## src/rtl/wdog_pkg.sv

```systemverilog
package wdog_pkg;
    localparam int CNT_W  = 15;
    localparam int RLD_W  = 7;
    localparam int LOW_W  = CNT_W - RLD_W;
    localparam int DATA_W = RLD_W + 1;
    localparam int SEL_BIT = RLD_W;

    // control word bit positions
    localparam int CTL_START = 0;
    localparam int CTL_ARM   = 1;
    localparam int CTL_TRIG  = 2;
    localparam int CTL_KEEP  = 3;

    typedef enum logic [1:0] {
        ST_IDLE  = 2'd0,
        ST_COUNT = 2'd1,
        ST_ARMED = 2'd2,
        ST_BITE  = 2'd3
    } wd_state_e;
endpackage

```

## src/rtl/wdog_prescale.sv

```systemverilog
module wdog_prescale #(
    parameter int FINE_DIV   = 2,
    parameter int COARSE_DIV = 16
) (
    input  logic clk,
    input  logic rst_n,
    input  logic clr,
    input  logic run,
    input  logic tick,
    input  logic sel,
    output logic inc
);
    localparam int TOTAL = FINE_DIV * COARSE_DIV;
    localparam int PW    = $clog2(TOTAL);
    localparam int FW    = $clog2(FINE_DIV);

    logic [PW-1:0] pre_q;
    logic          fine_end;

    generate
        if (FW == 0) begin : g_nofine
            assign fine_end = 1'b1;
        end else begin : g_fine
            assign fine_end = &pre_q[FW-1:0];
        end
    endgenerate

    always_ff @(posedge clk or negedge rst_n) begin
        if (!rst_n)
            pre_q <= '0;
        else if (clr)
            pre_q <= '0;
        else if (run && tick)
            pre_q <= pre_q + 1'b1;
    end

    always_comb begin
        inc = run && tick && (sel ? (&pre_q) : fine_end);
    end
endmodule

```

## src/rtl/wdog_counter.sv

```systemverilog
module wdog_counter
    import wdog_pkg::*;
(
    input  logic             clk,
    input  logic             rst_n,
    input  logic             clr,
    input  logic             load,
    input  logic [RLD_W-1:0] load_val,
    input  logic             inc,
    output logic [CNT_W-1:0] cnt,
    output logic             wrap
);
    logic [CNT_W-1:0] cnt_q;

    always_ff @(posedge clk or negedge rst_n) begin
        if (!rst_n)
            cnt_q <= '0;
        else if (clr)
            cnt_q <= '0;
        else if (load)
            cnt_q <= {load_val, {LOW_W{1'b0}}};
        else if (inc)
            cnt_q <= cnt_q + 1'b1;
    end

    always_comb begin
        cnt  = cnt_q;
        wrap = inc && (&cnt_q);
    end
endmodule

```

## src/rtl/wdog_ctrl.sv

```systemverilog
module wdog_ctrl
    import wdog_pkg::*;
(
    input  logic              clk,
    input  logic              rst_n,
    input  logic              wr_en,
    input  logic              wr_addr,
    input  logic [DATA_W-1:0] wr_data,
    input  logic              wrap,
    output logic              running,
    output logic              fire,
    output logic              refresh,
    output logic              rst_req,
    output logic              flag,
    output logic [RLD_W-1:0]  rld_val,
    output logic              sel
);
    wd_state_e        state_q, state_d;
    logic [RLD_W-1:0] rld_q;
    logic             sel_q, flag_q;
    logic             ctl_wr, cfg_wr, arm_wr, trg_wr, start_wr;

    always_comb begin
        ctl_wr   = wr_en && wr_addr;
        cfg_wr   = wr_en && !wr_addr;
        start_wr = ctl_wr && wr_data[CTL_START];
        arm_wr   = ctl_wr && wr_data[CTL_ARM] && !wr_data[CTL_TRIG];
        trg_wr   = ctl_wr && wr_data[CTL_TRIG] && !wr_data[CTL_ARM];
    end

    // state register
    always_ff @(posedge clk or negedge rst_n) begin
        if (!rst_n)
            state_q <= ST_IDLE;
        else
            state_q <= state_d;
    end

    // next state
    always_comb begin
        state_d = state_q;
        unique case (state_q)
            ST_IDLE:  if (start_wr) state_d = ST_COUNT;
            ST_COUNT: begin
                if (wrap)        state_d = ST_BITE;
                else if (arm_wr) state_d = ST_ARMED;
            end
            ST_ARMED: begin
                if (trg_wr)      state_d = ST_COUNT;
                else if (wrap)   state_d = ST_BITE;
                else if (arm_wr) state_d = ST_ARMED;
                else if (wr_en)  state_d = ST_COUNT;
            end
            ST_BITE:  state_d = ST_IDLE;
            default:  state_d = ST_IDLE;
        endcase
    end

    // outputs of the state machine
    always_comb begin
        running = 1'b0;
        rst_req = 1'b0;
        refresh = 1'b0;
        fire    = 1'b0;
        unique case (state_q)
            ST_IDLE:  ;
            ST_COUNT: begin
                running = 1'b1;
                fire    = wrap;
            end
            ST_ARMED: begin
                running = 1'b1;
                refresh = trg_wr;
                fire    = wrap && !trg_wr;
            end
            ST_BITE:  rst_req = 1'b1;
            default:  ;
        endcase
    end

    // configuration and sticky flag
    always_ff @(posedge clk or negedge rst_n) begin
        if (!rst_n) begin
            rld_q  <= '0;
            sel_q  <= 1'b0;
            flag_q <= 1'b0;
        end else if (fire) begin
            rld_q  <= '0;
            sel_q  <= 1'b0;
            flag_q <= 1'b1;
        end else if (state_q != ST_BITE) begin
            if (cfg_wr) begin
                rld_q <= wr_data[RLD_W-1:0];
                sel_q <= wr_data[SEL_BIT];
            end
            if (ctl_wr && !wr_data[CTL_KEEP])
                flag_q <= 1'b0;
        end
    end

    always_comb begin
        flag    = flag_q;
        rld_val = rld_q;
        sel     = sel_q;
    end
endmodule

```

## src/rtl/wdog_unit.sv

```systemverilog
module wdog_unit
    import wdog_pkg::*;
#(
    parameter int FINE_DIV   = 2,
    parameter int COARSE_DIV = 16
) (
    input  logic              clk,
    input  logic              rst_n,
    input  logic              mach_tick,
    input  logic              wr_en,
    input  logic              wr_addr,
    input  logic [DATA_W-1:0] wr_data,
    output logic              wdt_rst_req,
    output logic              wdt_flag,
    output logic              running,
    output logic [CNT_W-1:0]  count_o
);
    logic             run_s, fire_s, refresh_s, inc_s, wrap_s, sel_s;
    logic [RLD_W-1:0] rld_s;

    wdog_ctrl u_ctrl (
        .clk     (clk),
        .rst_n   (rst_n),
        .wr_en   (wr_en),
        .wr_addr (wr_addr),
        .wr_data (wr_data),
        .wrap    (wrap_s),
        .running (run_s),
        .fire    (fire_s),
        .refresh (refresh_s),
        .rst_req (wdt_rst_req),
        .flag    (wdt_flag),
        .rld_val (rld_s),
        .sel     (sel_s)
    );

    wdog_prescale #(
        .FINE_DIV   (FINE_DIV),
        .COARSE_DIV (COARSE_DIV)
    ) u_pre (
        .clk   (clk),
        .rst_n (rst_n),
        .clr   (refresh_s || fire_s),
        .run   (run_s),
        .tick  (mach_tick),
        .sel   (sel_s),
        .inc   (inc_s)
    );

    wdog_counter u_cnt (
        .clk      (clk),
        .rst_n    (rst_n),
        .clr      (fire_s),
        .load     (refresh_s),
        .load_val (rld_s),
        .inc      (inc_s),
        .cnt      (count_o),
        .wrap     (wrap_s)
    );

    assign running = run_s;
endmodule

```

## config.mk

```make
export PLATFORM = sky130hd
export DESIGN_NAME = wdog_unit
export DESIGN_NICKNAME = d
export VERILOG_FILES = /design/src/rtl/wdog_pkg.sv /design/src/rtl/wdog_prescale.sv /design/src/rtl/wdog_counter.sv /design/src/rtl/wdog_ctrl.sv /design/src/rtl/wdog_unit.sv
export SDC_FILE = /design/constraint.sdc
export NUM_CORES = 1
export LEC_CHECK = 0
export BUFFER_PORTS_ARGS = -buffer_cell sky130_fd_sc_hd__buf_4
export CORE_UTILIZATION = 50
export CTS_BUF_LIST = sky130_fd_sc_hd__clkbuf_16
export DETAILED_ROUTE_END_ITERATION = 7
export PLACE_DENSITY = 0.71
export SETUP_SLACK_MARGIN = 0.4
export SLEW_MARGIN = 20
export SYNTH_ARGS = -nofsm -noshare
export SYNTH_HDL_FRONTEND = slang
export SYNTH_SLANG_ARGS = --single-unit
export TNS_END_PERCENT = 10
```

## constraint.sdc

```tcl
create_clock -name clk -period 1.9 [get_ports clk]
set_input_delay 0.095 -clock clk [delete_from_list [all_inputs] [get_ports clk]]
set_output_delay 0.095 -clock clk [all_outputs]
set_load 0.005 [all_outputs]
```

==> flow_metrics.env <==
export IMPL_root_buffer="clkbuf_16"
export IMPL_synth_edf_count=0
export IMPL_yosysSeqAreaShare_pct=43.9
export IMPL_vias=1634
export IMPL_end_kind="flop"
export IMPL_cp_top_family="simple AND/OR/NAND/NOR gates"
export IMPL_cts_tree="yes"
export IMPL_ys_seq_elements=31
export IMPL_syn_area_mm2=0.00177
export IMPL_port_buffers=30
export IMPL_die_area_mm2=0.00378
export IMPL_leakage_nw=1.09
export IMPL_clock_sinks=31
export IMPL_ir_drop_mv=0.877
export IMPL_fin_skew_ns=0.00443
export IMPL_ioPinCount=31
export IMPL_pre_cts_ws_ns=-0.0671
export IMPL_worstHoldPathType="input pin to flop"
export IMPL_hold_depth=3
export IMPL_htreeDepth=2
export IMPL_setup_violations_final=3
export IMPL_clock_latency_ns=0.28
export IMPL_cts_max_path_buffers=2
export IMPL_tns_ns=-0.0435
export IMPL_p_total_mw=3.38
export IMPL_setup_ws_ns=-0.0223
export IMPL_rows=21
export IMPL_avgSynthCellArea_um2=9.40
export IMPL_hold_viol_final=0
export IMPL_nets=257
export IMPL_die_w_um=61.5
export IMPL_crit_type="flop to flop"
export IMPL_grt_max_degree=32
export IMPL_first_iter_violations=37
export IMPL_vias_per_cell=5.75
export IMPL_antenna_found_initial=0
export IMPL_maxCapViolations=0
export IMPL_violations="setup timing"
export IMPL_cpMaxStageDelayCell="dfrtp_1"
export IMPL_numCtsBuffers=5
export IMPL_die_h_um=61.5
export IMPL_first_pass_iters=5
export IMPL_ant_nets=0
export IMPL_slew_violations=0
export IMPL_fillCellCount=253
export IMPL_synthFlopType="dfrtp_1"
export IMPL_relSlewSlack_pct=68.1
export IMPL_cp_num_buf_inv=0
export IMPL_cp_slowest_stage_delay_ns=0.39
export IMPL_antenna_cells=0
export IMPL_synthCells=188
export IMPL_area_delta_synth_final_pct=38.5
export IMPL_path_max_fanout=5
export IMPL_max_freq_mhz=520
export IMPL_hpwl_mm=3.03
export IMPL_worstPathRequired_ns=2.06
export IMPL_grt_pass1_vias=1501
export IMPL_synth_fp_nets=208
export IMPL_gp_congestion=0.918
export IMPL_cp_cell_sequence="ha_2 > and3_4 > ha_4 > mux2i_4 > or3_4 > nor3_4 > o21a_1 > o22a_1"
export IMPL_overflow=0
export IMPL_final_layout_size_suffix_gt1_share_pct=34.9
export IMPL_power_per_cell_area_mw_per_mm2=1380
export IMPL_holdWs_ns=0.0570
export IMPL_cp_start_kind="flop"
export IMPL_ys_warnings_count=0
export IMPL_worst_pin_slew_ns=0.475
export IMPL_drcViolationCount=0
export IMPL_yosysUniqueCellTypes=40
export IMPL_async_flop_share_pct=100
export IMPL_drt_wl_total_mm=4.25
export IMPL_grt_usage_pct=24.6
export IMPL_grt_pass1_wl_mm=6.68
export IMPL_fin_crit_sh_pct=101
export IMPL_critical_path_depth=8
export IMPL_drt_wirelength_per_cell_um=15.0
export IMPL_initial_core_util_pct=52.6
export IMPL_layout_min_cycle_time_ns=1.92
export IMPL_clk_pin_slew_ns=0.05
export IMPL_rsz0062_at_grt="yes"
export IMPL_arrival_ns=2.08
export IMPL_status="complete, but fails checks"
export IMPL_reg2reg_depth=8
export IMPL_fp_coreArea_mm2=0.00336
[cell usage after synthesis, types with 2 or more instances]
library cell / n / area [um2]
o21ai_0: 12 / 60.1
a22oi_1: 2 / 15.0
xnor2_1: 6 / 52.6
nand4b_1: 2 / 17.5
o22a_1: 2 / 17.5
ha_1: 7 / 87.6
a21oi_1: 18 / 90.1
dfrtp_1: 31 / 776
nand4_1: 4 / 25.0
nor2_1: 16 / 60.1
o211ai_1: 2 / 15.0
and3_1: 2 / 12.5
o31ai_1: 2 / 15.0
nand3_1: 17 / 85.1
nand2_1: 20 / 75.1
inv_1: 3 / 11.3
xor2_1: 9 / 78.8
nor3b_1: 6 / 45.0
clkbuf_1: 4 / 15.0
and4_1: 2 / 17.5
and2_1: 2 / 12.5
[power breakdown]
part / leakage [nW] / internal, mW / switching [mW]
logic: 0.617 / 0.698 / 0.629
clock network: 0.0812 / 0.610 / 0.277
registers: 0.396 / 0.908 / 0.254
[stage by stage]
step	instance area (um2)	util, %	instances
2_1_floorplan	1810	-	188
3_3_place_gp	2160	64.2	271
3_5_place_dp	2160	64.2	271
4_1_cts	2420	71.9	282
5_1_grt	2450	72.8	284
6_report	2450	72.8	284
[what timing repair did]
item                                    CTS  global route
endpoints found under the setup margin   32            31
buffers inserted                          2             2
pin swaps                                21             3
endpoints found under the hold margin    31             0
hold buffers                              1             0
gates resized for setup                  25             3
[cells by family after synthesis]
kind of cell / synth area share (%)
and+or+nand+nor: 25.1
AOI/OAI and AO/OA: 15.2
DFF: 43.9
xor gates and xnor gates: 7.43
buffers and inverters: 2.19
adders and majority gates: 4.95
muxes: 1.27
[worst paths after layout]
| check | start | end | slack, ns |
|---|---|---|---|
| worst max-delay path | u_pre.pre_q[1] | u_ctrl.state_q[0] | -0.02 |
| worst min-delay path | wr_data[3] | u_ctrl.flag | 0.06 |
| worst max register to register | u_pre.pre_q[1] | u_ctrl.state_q[0] | -0.02 |
| worst min register to register | u_ctrl.rld_val[4] | u_ctrl.rld_val[4] | 0.50 |
| max in group asynchronous | rst_n | u_ctrl.flag | 1.32 |
| min in group asynchronous | rst_n | u_pre.pre_q[3] | 0.30 |
[registers in the layout (all words and copies together), names as in the netlist]
signal and cells:
u_ctrl.state_q 2, u_pre.pre_q 5, u_ctrl.flag 1, u_cnt.cnt 15, u_ctrl.sel 1, u_ctrl.rld_val 7
[tightest hold or removal path, delay by kind of cell]
family	cells	cell delay (ns)
buffers and inverters	1	0.08
AO/OA/AOI/OAI	2	0.12
[layer usage]
layer,vias up,wire [um],GRT usage (%)
met5,-,0,0
met4,0,92,9.21
met3,14,139,5.88
met2,46,2190,42.9
met1,798,1830,29.4
li1,776,-,-
[cell type report]
type                       count  area (um2)  area share (%)
inverter                       3        11.3           0.460
sequential                    31         776            31.7
multi-input combinational    148        1070            43.8
tap                           46        57.6            2.35
timing repair buffer          48         367            15.0
clock buffer                   5         125            5.11
clock inverter                 3        38.8            1.58
[layout by cell type, fill, tap and decap left out, drive strengths merged, types with 2 or more instances in the layout]
master	Yosys	layout
o211ai	2	2
nor3	3	3
nor4	2	2
and2	2	2
nand3	17	17
nor2	16	16
and4	2	2
ha	7	7
clkbuf	4	5
o22a	2	2
o31ai	2	2
nand4	5	5
buf	2	47
nand2	20	20
dfrtp	31	31
and3	2	2
a21oi	18	18
o21ai	12	12
clkinv	0	2
xnor2	6	6
xor2	9	9
or3	2	2
nand4b	2	2
nor3b	6	6
a22oi	2	2
inv	3	3
Note: power is estimated with default switching activity, not from simulation.
